## config.mk

```make
export PLATFORM = sky130hd
export DESIGN_NAME = gpio8_port
export DESIGN_NICKNAME = d
export VERILOG_FILES = /design/src/rtl/gpio8_pkg.sv /design/src/rtl/gpio_sync.sv /design/src/rtl/gpio_regs.sv /design/src/rtl/gpio_irq.sv /design/src/rtl/gpio8_port.sv
export SDC_FILE = /design/constraint.sdc
export NUM_CORES = 1
export LEC_CHECK = 0
export ABC_AREA = 1
export BUFFER_PORTS_ARGS = -buffer_cell sky130_fd_sc_hd__clkbuf_2
export CORE_MARGIN = 5
export CORE_UTILIZATION = 25
export DETAILED_ROUTE_END_ITERATION = 10
export GPL_TIMING_DRIVEN = 1
export MAX_ROUTING_LAYER = met4
export PLACE_DENSITY_LB_ADDON = 0.05
export SLEW_MARGIN = 0
export SYNTH_ARGS = -nofsm -noshare
export SYNTH_HDL_FRONTEND = slang
export SYNTH_SLANG_ARGS = --single-unit
```

## constraint.sdc

```tcl
create_clock -name clk -period 1.1 [get_ports clk]
set_input_delay 0.11 -clock clk [delete_from_list [all_inputs] [get_ports clk]]
set_output_delay 0.11 -clock clk [all_outputs]
set_load 0.05 [all_outputs]
```

## src/rtl/gpio8_pkg.sv

```systemverilog
package gpio8_pkg;
   localparam int unsigned REG_AW = 3;

   typedef enum logic [REG_AW-1:0] {
      RA_DIR  = 3'd0,
      RA_OUT  = 3'd1,
      RA_IN   = 3'd2,
      RA_MASK = 3'd3,
      RA_STAT = 3'd4,
      RA_MODE = 3'd5
   } reg_addr_e;

   typedef struct packed {
      logic dir;
      logic out;
      logic mask;
      logic stat;
      logic mode;
   } wr_sel_t;

   localparam int unsigned MODE_EN_BIT = 0;
endpackage

```

## src/rtl/gpio_sync.sv

```systemverilog
module gpio_sync #(
   parameter int unsigned WIDTH  = 8,
   parameter int unsigned STAGES = 2
) (
   input  logic             clk,
   input  logic             clr,
   input  logic [WIDTH-1:0] d,
   output logic [WIDTH-1:0] q
);
   initial begin
      if (STAGES < 2) $error("gpio_sync: STAGES must be at least 2");
      if (WIDTH < 1)  $error("gpio_sync: WIDTH must be positive");
   end

   logic [WIDTH-1:0] stage_q [STAGES];

   genvar s;
   generate
      for (s = 0; s < STAGES; s++) begin : g_stage
         if (s == 0) begin : g_first
            always_ff @(posedge clk) begin
               if (clr) stage_q[s] <= '0;
               else     stage_q[s] <= d;
            end
         end else begin : g_next
            always_ff @(posedge clk) begin
               if (clr) stage_q[s] <= '0;
               else     stage_q[s] <= stage_q[s-1];
            end
         end
      end
   endgenerate

   assign q = stage_q[STAGES-1];
endmodule

```

## src/rtl/gpio_regs.sv

```systemverilog
module gpio_regs #(
   parameter int unsigned PIN_COUNT = 8,
   parameter int unsigned DATA_W    = 8
) (
   input  logic                    clk,
   input  logic                    cfg_clr,
   input  logic                    gen_clr,
   input  gpio8_pkg::wr_sel_t      wr_sel,
   input  logic [DATA_W-1:0]       wdata,
   output logic [PIN_COUNT-1:0]    dir_q,
   output logic [PIN_COUNT-1:0]    out_q,
   output logic [PIN_COUNT-1:0]    mask_q,
   output logic                    irq_en_q
);
   initial begin
      if (PIN_COUNT > DATA_W) $error("gpio_regs: PIN_COUNT exceeds DATA_W");
   end

   genvar p;
   generate
      for (p = 0; p < PIN_COUNT; p++) begin : g_pin
         // configuration domain: strap-selected reset
         always_ff @(posedge clk) begin
            if (cfg_clr)          dir_q[p] <= 1'b0;
            else if (wr_sel.dir)  dir_q[p] <= wdata[p];
         end
         // general domain: any reset
         always_ff @(posedge clk) begin
            if (gen_clr)          out_q[p] <= 1'b0;
            else if (wr_sel.out)  out_q[p] <= wdata[p];
         end
         always_ff @(posedge clk) begin
            if (gen_clr)          mask_q[p] <= 1'b0;
            else if (wr_sel.mask) mask_q[p] <= wdata[p];
         end
      end
   endgenerate

   always_ff @(posedge clk) begin
      if (cfg_clr)          irq_en_q <= 1'b0;
      else if (wr_sel.mode) irq_en_q <= wdata[gpio8_pkg::MODE_EN_BIT];
   end
endmodule

```

## src/rtl/gpio_irq.sv

```systemverilog
module gpio_irq #(
   parameter int unsigned PIN_COUNT = 8,
   parameter int unsigned DATA_W    = 8
) (
   input  logic                 clk,
   input  logic                 gen_clr,
   input  logic [PIN_COUNT-1:0] lvl,
   input  logic                 stat_wr,
   input  logic [DATA_W-1:0]    wdata,
   input  logic [PIN_COUNT-1:0] mask,
   input  logic                 irq_en,
   output logic [PIN_COUNT-1:0] rise,
   output logic [PIN_COUNT-1:0] status_q,
   output logic                 irq
);
   logic [PIN_COUNT-1:0] lvl_d;
   logic [PIN_COUNT-1:0] clr_vec;

   assign clr_vec = stat_wr ? wdata[PIN_COUNT-1:0] : '0;
   assign rise    = lvl & ~lvl_d;

   always_ff @(posedge clk) begin
      if (gen_clr) lvl_d <= '0;
      else         lvl_d <= lvl;
   end

   genvar p;
   generate
      for (p = 0; p < PIN_COUNT; p++) begin : g_stat
         // a new edge takes precedence over a same-cycle clear
         always_ff @(posedge clk) begin
            if (gen_clr)         status_q[p] <= 1'b0;
            else if (rise[p])    status_q[p] <= 1'b1;
            else if (clr_vec[p]) status_q[p] <= 1'b0;
         end
      end
   endgenerate

   assign irq = irq_en & (|(status_q & mask));
endmodule

```

## src/rtl/gpio8_port.sv

```systemverilog
module gpio8_port #(
   parameter int unsigned PIN_COUNT   = 8,
   parameter int unsigned DATA_W      = 8,
   parameter int unsigned ADDR_W      = 3,
   parameter int unsigned SYNC_STAGES = 2
) (
   input  logic              clk,
   input  logic              por_n,
   input  logic              plat_rst_n,
   input  logic              retain_strap,
   input  logic [ADDR_W-1:0] addr,
   input  logic              wr_en,
   input  logic              rd_en,
   input  logic [DATA_W-1:0] wdata,
   output logic [DATA_W-1:0] rdata,
   input  logic [PIN_COUNT-1:0] pin_in,
   output logic [PIN_COUNT-1:0] pin_out,
   output logic [PIN_COUNT-1:0] pin_oe,
   output logic              irq
);
   import gpio8_pkg::*;

   localparam int unsigned PAD_W = DATA_W - PIN_COUNT;

   initial begin
      if (PIN_COUNT != 8)          $error("gpio8_port: PIN_COUNT must be 8");
      if (DATA_W < PIN_COUNT)      $error("gpio8_port: DATA_W too narrow");
      if (ADDR_W < REG_AW)         $error("gpio8_port: ADDR_W too narrow");
      if (SYNC_STAGES < 2)         $error("gpio8_port: need two sync stages");
   end

   logic cfg_clr, gen_clr;
   assign gen_clr = ~por_n | ~plat_rst_n;
   assign cfg_clr = ~por_n | (~plat_rst_n & ~retain_strap);

   logic [REG_AW-1:0] reg_idx;
   logic              in_range;
   generate
      if (ADDR_W > REG_AW) begin : g_wide
         assign in_range = (addr[ADDR_W-1:REG_AW] == '0);
      end else begin : g_exact
         assign in_range = 1'b1;
      end
   endgenerate
   assign reg_idx = addr[REG_AW-1:0];

   wr_sel_t wr_sel;
   always_comb begin
      wr_sel      = '0;
      if (wr_en && in_range) begin
         unique case (reg_idx)
            RA_DIR:  wr_sel.dir  = 1'b1;
            RA_OUT:  wr_sel.out  = 1'b1;
            RA_MASK: wr_sel.mask = 1'b1;
            RA_STAT: wr_sel.stat = 1'b1;
            RA_MODE: wr_sel.mode = 1'b1;
            default: ;
         endcase
      end
   end

   logic [PIN_COUNT-1:0] sync_lvl;
   logic [PIN_COUNT-1:0] dir_q, out_q, mask_q, status_q, rise_evt;
   logic                 irq_en_q;

   gpio_sync #(.WIDTH(PIN_COUNT), .STAGES(SYNC_STAGES)) i_sync (
      .clk (clk),
      .clr (gen_clr),
      .d   (pin_in),
      .q   (sync_lvl)
   );

   gpio_regs #(.PIN_COUNT(PIN_COUNT), .DATA_W(DATA_W)) i_regs (
      .clk      (clk),
      .cfg_clr  (cfg_clr),
      .gen_clr  (gen_clr),
      .wr_sel   (wr_sel),
      .wdata    (wdata),
      .dir_q    (dir_q),
      .out_q    (out_q),
      .mask_q   (mask_q),
      .irq_en_q (irq_en_q)
   );

   gpio_irq #(.PIN_COUNT(PIN_COUNT), .DATA_W(DATA_W)) i_irq (
      .clk      (clk),
      .gen_clr  (gen_clr),
      .lvl      (sync_lvl),
      .stat_wr  (wr_sel.stat),
      .wdata    (wdata),
      .mask     (mask_q),
      .irq_en   (irq_en_q),
      .rise     (rise_evt),
      .status_q (status_q),
      .irq      (irq)
   );

   function automatic logic [DATA_W-1:0] widen(input logic [PIN_COUNT-1:0] v);
      return DATA_W'(v);
   endfunction

   logic [DATA_W-1:0] rd_mux;
   always_comb begin
      rd_mux = '0;
      if (in_range) begin
         case (reg_idx)
            RA_DIR:  rd_mux = widen(dir_q);
            RA_OUT:  rd_mux = widen(out_q);
            RA_IN:   rd_mux = widen(sync_lvl);
            RA_MASK: rd_mux = widen(mask_q);
            RA_STAT: rd_mux = widen(status_q);
            RA_MODE: rd_mux[MODE_EN_BIT] = irq_en_q;
            default: rd_mux = '0;
         endcase
      end
   end

   assign rdata   = rd_en ? rd_mux : '0;
   assign pin_out = out_q;
   assign pin_oe  = dir_q;

   logic unused_pad;
   generate
      if (PAD_W > 0) begin : g_pad
         assign unused_pad = |wdata[DATA_W-1:PIN_COUNT];
      end else begin : g_nopad
         assign unused_pad = 1'b0;
      end
   endgenerate
endmodule

```

# After elaboration in Yosys (flattened, before gate mapping)
# Memories as Yosys holds them, arrays and structs flattened.
# Cells that the tools add are included.
# Widths: inputs -> output; s select.
[totals] reg_bits=41 ramBits=16 inputBits=25 output_inout_bits=25 wordCells=93 memories=1
[op_classes] eq_ne=5 n_mux=31 bitwise=12 reduce_logical=10
[memory_table] name="i_sync.stage_q" depth=2 word_bits=8 rd=2 rd_ports_with_merged_regs=0 write_ports=2 line="gpio_sync.sv:15" rtl="logic [WIDTH-1:0] stage_q [STAGES];"
[op_table] op="$pmux 7 s5" n=1
[op_table] op="$mux 8" n=4
[op_table] op="$mux 1" n=24
[op_table] op="$and 8x8->8" n=2
[op_table] op="$reduce_bool 2->1" n=8
[op_table] op="$not 8->8" n=1
[op_table] op="$reduce_or 8->1" n=1
[op_table] op="$eq 3x2->1 const B" n=2
[op_table] op="$eq 3x3->1 const B" n=2
[op_table] op="$pmux 1 s6" n=1
[op_table] op="$mux 5" n=1
[op_table] op="$or 1x1->1" n=4
[op_table] op="$eq 3x1->1 const B" n=1
[op_table] op="$logic_not 3->1" n=1
[op_table] op="$not 1->1" n=3
[op_table] op="$and 1x1->1" n=2

# Depth between registers and ports, before layout
[depth] depth_word=6 depth_mapped=6 depth_no_buf=6

# Hierarchy
# A second synthesis with hierarchy kept.
[unflattened] hier_cells=381 area_unflattened_um2=2708.8
[modules_own_cells] mod="gpio_regs" n_inst=1 cells_each=142 area_per_inst_um2=999.7 seq_area_each_um2=500.5
[modules_own_cells] mod="gpio_irq" n_inst=1 cells_each=91 area_per_inst_um2=705.7 seq_area_each_um2=320.3
[modules_own_cells] mod="gpio8_port" n_inst=1 cells_each=98 area_per_inst_um2=529.3 seq_area_each_um2=0.0
[modules_own_cells] mod="gpio_sync" n_inst=1 cells_each=50 area_per_inst_um2=474.2 seq_area_each_um2=320.3

# Least setup slack after synthesis
# No wires, ideal clock.
[synth_path] path_kind="register to output" start="reg i_regs.out_q[0]" end="out rdata[0]" arrival_ns=1.637 setup_slack_ns=-0.647 stages_incl_launch_ff=5 cell_sequence="dfxtp_1 -> nand4_1 -> nand2_1 -> nor2_1 -> a21oi_1"
[synth_via] elab_chain_len=2
[synth_rtl] item="start, declared" line="gpio_regs.sv:11" rtl="output logic [PIN_COUNT-1:0] out_q,"
[synth_rtl] item="start signal, assigned by index" line="gpio_regs.sv:30" rtl="else if (wr_sel.out) out_q[p] <= wdata[p];"
[synth_rtl] item="$pmux 1 s6" line="gpio8_port.sv:106" rtl="case (reg_idx)"
[synth_rtl] item="$mux 8" line="gpio8_port.sv:118" rtl="assign rdata = rd_en ? rd_mux : '0;"
[synth_rtl] item="end, declared" line="gpio8_port.sv:15" rtl="output logic [DATA_W-1:0] rdata,"
# Every way passes these cells.

# Worst setup path after layout
[layout_path] start="reg i_irq.status_q[0]" end="out rdata[0]"
[layout_via] elab_chain_len=2
[layout_rtl] item="start, declared" line="gpio_irq.sv:13" rtl="output logic [PIN_COUNT-1:0] status_q,"
[layout_rtl] item="start signal, assigned by index" line="gpio_irq.sv:32" rtl="if (gen_clr) status_q[p] <= 1'b0;"
[layout_rtl] item="start signal, assigned by index" line="gpio_irq.sv:33" rtl="else if (rise[p]) status_q[p] <= 1'b1;"
[layout_rtl] item="start signal, assigned by index" line="gpio_irq.sv:34" rtl="else if (clr_vec[p]) status_q[p] <= 1'b0;"
[layout_rtl] item="$pmux 1 s6" line="gpio8_port.sv:106"
[layout_rtl] item="$mux 8" line="gpio8_port.sv:118"
# Every way passes these cells.

==> reports/metrics.cfg <==
[timing]
max_freq_mhz = 718.8
period_minus_slack_ps = 1391
rsz0062_at_grt = yes
maxSlewHeadroom = 0.7778
worstMarginPinSlew_ps = 333.0
final.period_utilization = 1.265
skew_ps = 3.053
finalHoldViolCount = 0
setup_viol = 9
finalWorstSetupSlack_ps = -291.2
slew_viol_final = 0

[layout]
final_cell_area_sq_um = 3820
fillers = 995
drive_gt1_frac = 0.4365
num_antenna_cells = 0
fin_nets = 438
syn_to_final_growth_pct = 62.39

[worst_setup_path]
worstSetupStartpoint = i_irq.status_q[0]
path_cells = buf_6 > nand3_4 > nand2_2 > nor2_2 > a21oi_4 > buf_12
rr_startpoint = i_regs.dir_q[7]
required_ps = 990
crit_family = flip-flops
worstRegToRegCells = 4
cp_slowest_stage_delay_ps = 330
worstPathBufferInverterCount = 2
endpoint_kind = output pin
reg2reg_to = i_regs.dir_q[7]
arrival_ps = 1280
r2r_slack_ps = 310
cp-start-kind = flop
crit_type = reg2out
path_depth = 6
critPathMaxFanout = 2
cpMaxStageDelayCell = dfxtp_2

[drt]
wirelength_um = 7121
drcViolationCount = 0
post_drt_via_cell_ratio = 4.364
vias = 2304
dr.pass1.iters = 4
drt_iter0_markers = 82
ant_nets = 0
wire_per_inst_um = 13.49

[worst_hold_path]
hp-class = in2reg
hold_end = i_regs.irq_en_q
min-delay-start = por_n
min_path_cells = 3

[run_status]
status = complete, but fails checks
violations = negative setup slack

[clock_tree]
clockBufferDepth = 2
cts_sinks = 57
cts_tree = yes
htree_levels = 3
cts_inserted_buffers = 9
clkTransAtPathRegs_ps = 70
root_buffer = clkbuf_8
clock_latency_ps = 330

[global_routing]
grt_pass1_vias = 2126
grt_max_degree = 25
track_usage = 0.1331
antenna_found_initial = 0
grt_pass1_wl_um = 11350
globalRoute.totalOverflow = 0

[place]
gp_congestion = 0.7533
placed_cell_area_sq_um = 3110
place_ws_ps = -146.9
port_buffers = 49
hpwl_um = 5187

[yosys]
synth_cells = 324
ys_warn_count = 0
synth.area.top_cells = dfxtp_1, nand2_1, nor2_1, nand3_1, inv_1
ys.flop_type = dfxtp_1
synth_top_cell_by_area = dfxtp_1
synth_area_sq_um = 2352
yosysSeqAreaShare = 0.4851
synth_commonest_cells = dfxtp_1, nand2_1, nor2_1, inv_1, nand3_1
synth-edff-count = 0
synth_area_per_cell_sq_um = 7.260
synth_top_area_frac = 0.4851
synth_nets = 349
yosysUniqueCellTypes = 20
synth_most_common_cell = dfxtp_1
synth-seq-cells = 57
async_reset_ff_frac = 0

[floorplanning]
die_x_um = 107
core_region_area_sq_um = 9196
rows = 35
fp.dieH_um = 107
initial_core_util = 0.2558
ios = 50
die-area_sq_um = 11450

[power]
power_density_nw_per_um2 = 1238
p_leak_nw = 1.645
ir_drop_uv = 578.7

[run]
maxCapViolations = 0

tightest hold or removal path: stages:
cell and delay [ps]:
clkbuf_2 90, o21ai_0 90, a21oi_1 50
how the worst max path moves through the flow:
stage,endpoint
final,rdata[0]
after global routing,rdata[0]
after global placement,rdata[0]
after floorplan,rdata[0]
after CTS,irq
after detailed placement,rdata[3]
stage by stage:
| stage | hold WS, ps | std cells | utilization | TNS (ps) | power [mW] |
|---|---|---|---|---|---|
| 4_1_cts | 31.39 | 525 | 0.4063 | -2173 | 4.818 |
| 3_3_place_gp | 309.4 | 494 | 0.3382 | -3183 | 2.579 |
| 5_1_grt | 26.85 | 528 | 0.4154 | -2451 | 4.951 |
| 3_5_place_dp | 312.2 | 494 | 0.3382 | -3282 | 2.581 |
| 2_1_floorplan | 222.2 | 324 | - | 0 | 2.367 |
| 6_report | 41.92 | 528 | 0.4154 | -1809 | 4.730 |
cell usage in the layout (no fill, tap or decap), types with 11 or more instances in the layout:
| cell type | n |
|---|---|
| nand2_1 | 52 |
| inv_1 | 40 |
| nor2_1 | 37 |
| dfxtp_2 | 30 |
| o21ai_0 | 25 |
| clkbuf_2 | 24 |
| buf_4 | 22 |
| nand4_1 | 19 |
| nand3_1 | 18 |
| a21oi_1 | 17 |
| dfxtp_1 | 17 |
| nand3_2 | 16 |
| buf_12 | 11 |
where the power goes:
part | total, mW | switching (mW) | leakage (nW) | internal [mW]
logic | 0.505 | 0.296 | 1.04 | 0.209
clock network | 2.12 | 0.841 | 0.117 | 1.28
registers | 2.11 | 0.0225 | 0.484 | 2.08
cell type report:
type                    count  area, sq um  area share
multi-input cells         212         1190      0.3115
flip-flops and latches     57         1216      0.3184
clock inverters             2        13.76    0.003603
repair buffers             90        885.9      0.2319
clock buffers              13        212.7     0.05568
well taps                 111        138.9     0.03636
inverters                  43        162.7     0.04258
sequential cells by signal, indices dropped and copies added, names as in the netlist:
name	count
i_irq.lvl_d	8
i_irq.status_q	8
i_regs.dir_q	8
i_regs.irq_en_q	1
i_regs.mask_q	8
i_regs.out_q	8
i_sync.stage_q	16
per-layer routing:
layer | vias up | global-route usage | wire length, um
met5 | - | - | 0
met4 | 0 | 0.04384 | 44
met3 | 8 | 0.04034 | 338
met2 | 44 | 0.1996 | 3288
met1 | 1025 | 0.1715 | 3450
li1 | 1227 | - | -
cell families (layout without fill, tap and decap cells):
kind of cell / Yosys count / in the layout / share of synthesized area
AND/OR/NAND/NOR: 167 / 167 / 0.3255
AO/OA/AOI/OAI: 45 / 45 / 0.09681
flip-flops: 57 / 57 / 0.4851
buffers and inverters: 55 / 148 / 0.09255
repair_timing:
action                                  CTS  global route
endpoints found under the hold margin     8             0
hold buffers                              8             0
buffers inserted                          8             7
resized for setup                        71            30
pin swaps                                33            20
endpoints found under the setup margin   11            22
Note: power is estimated with default switching activity, not from simulation.
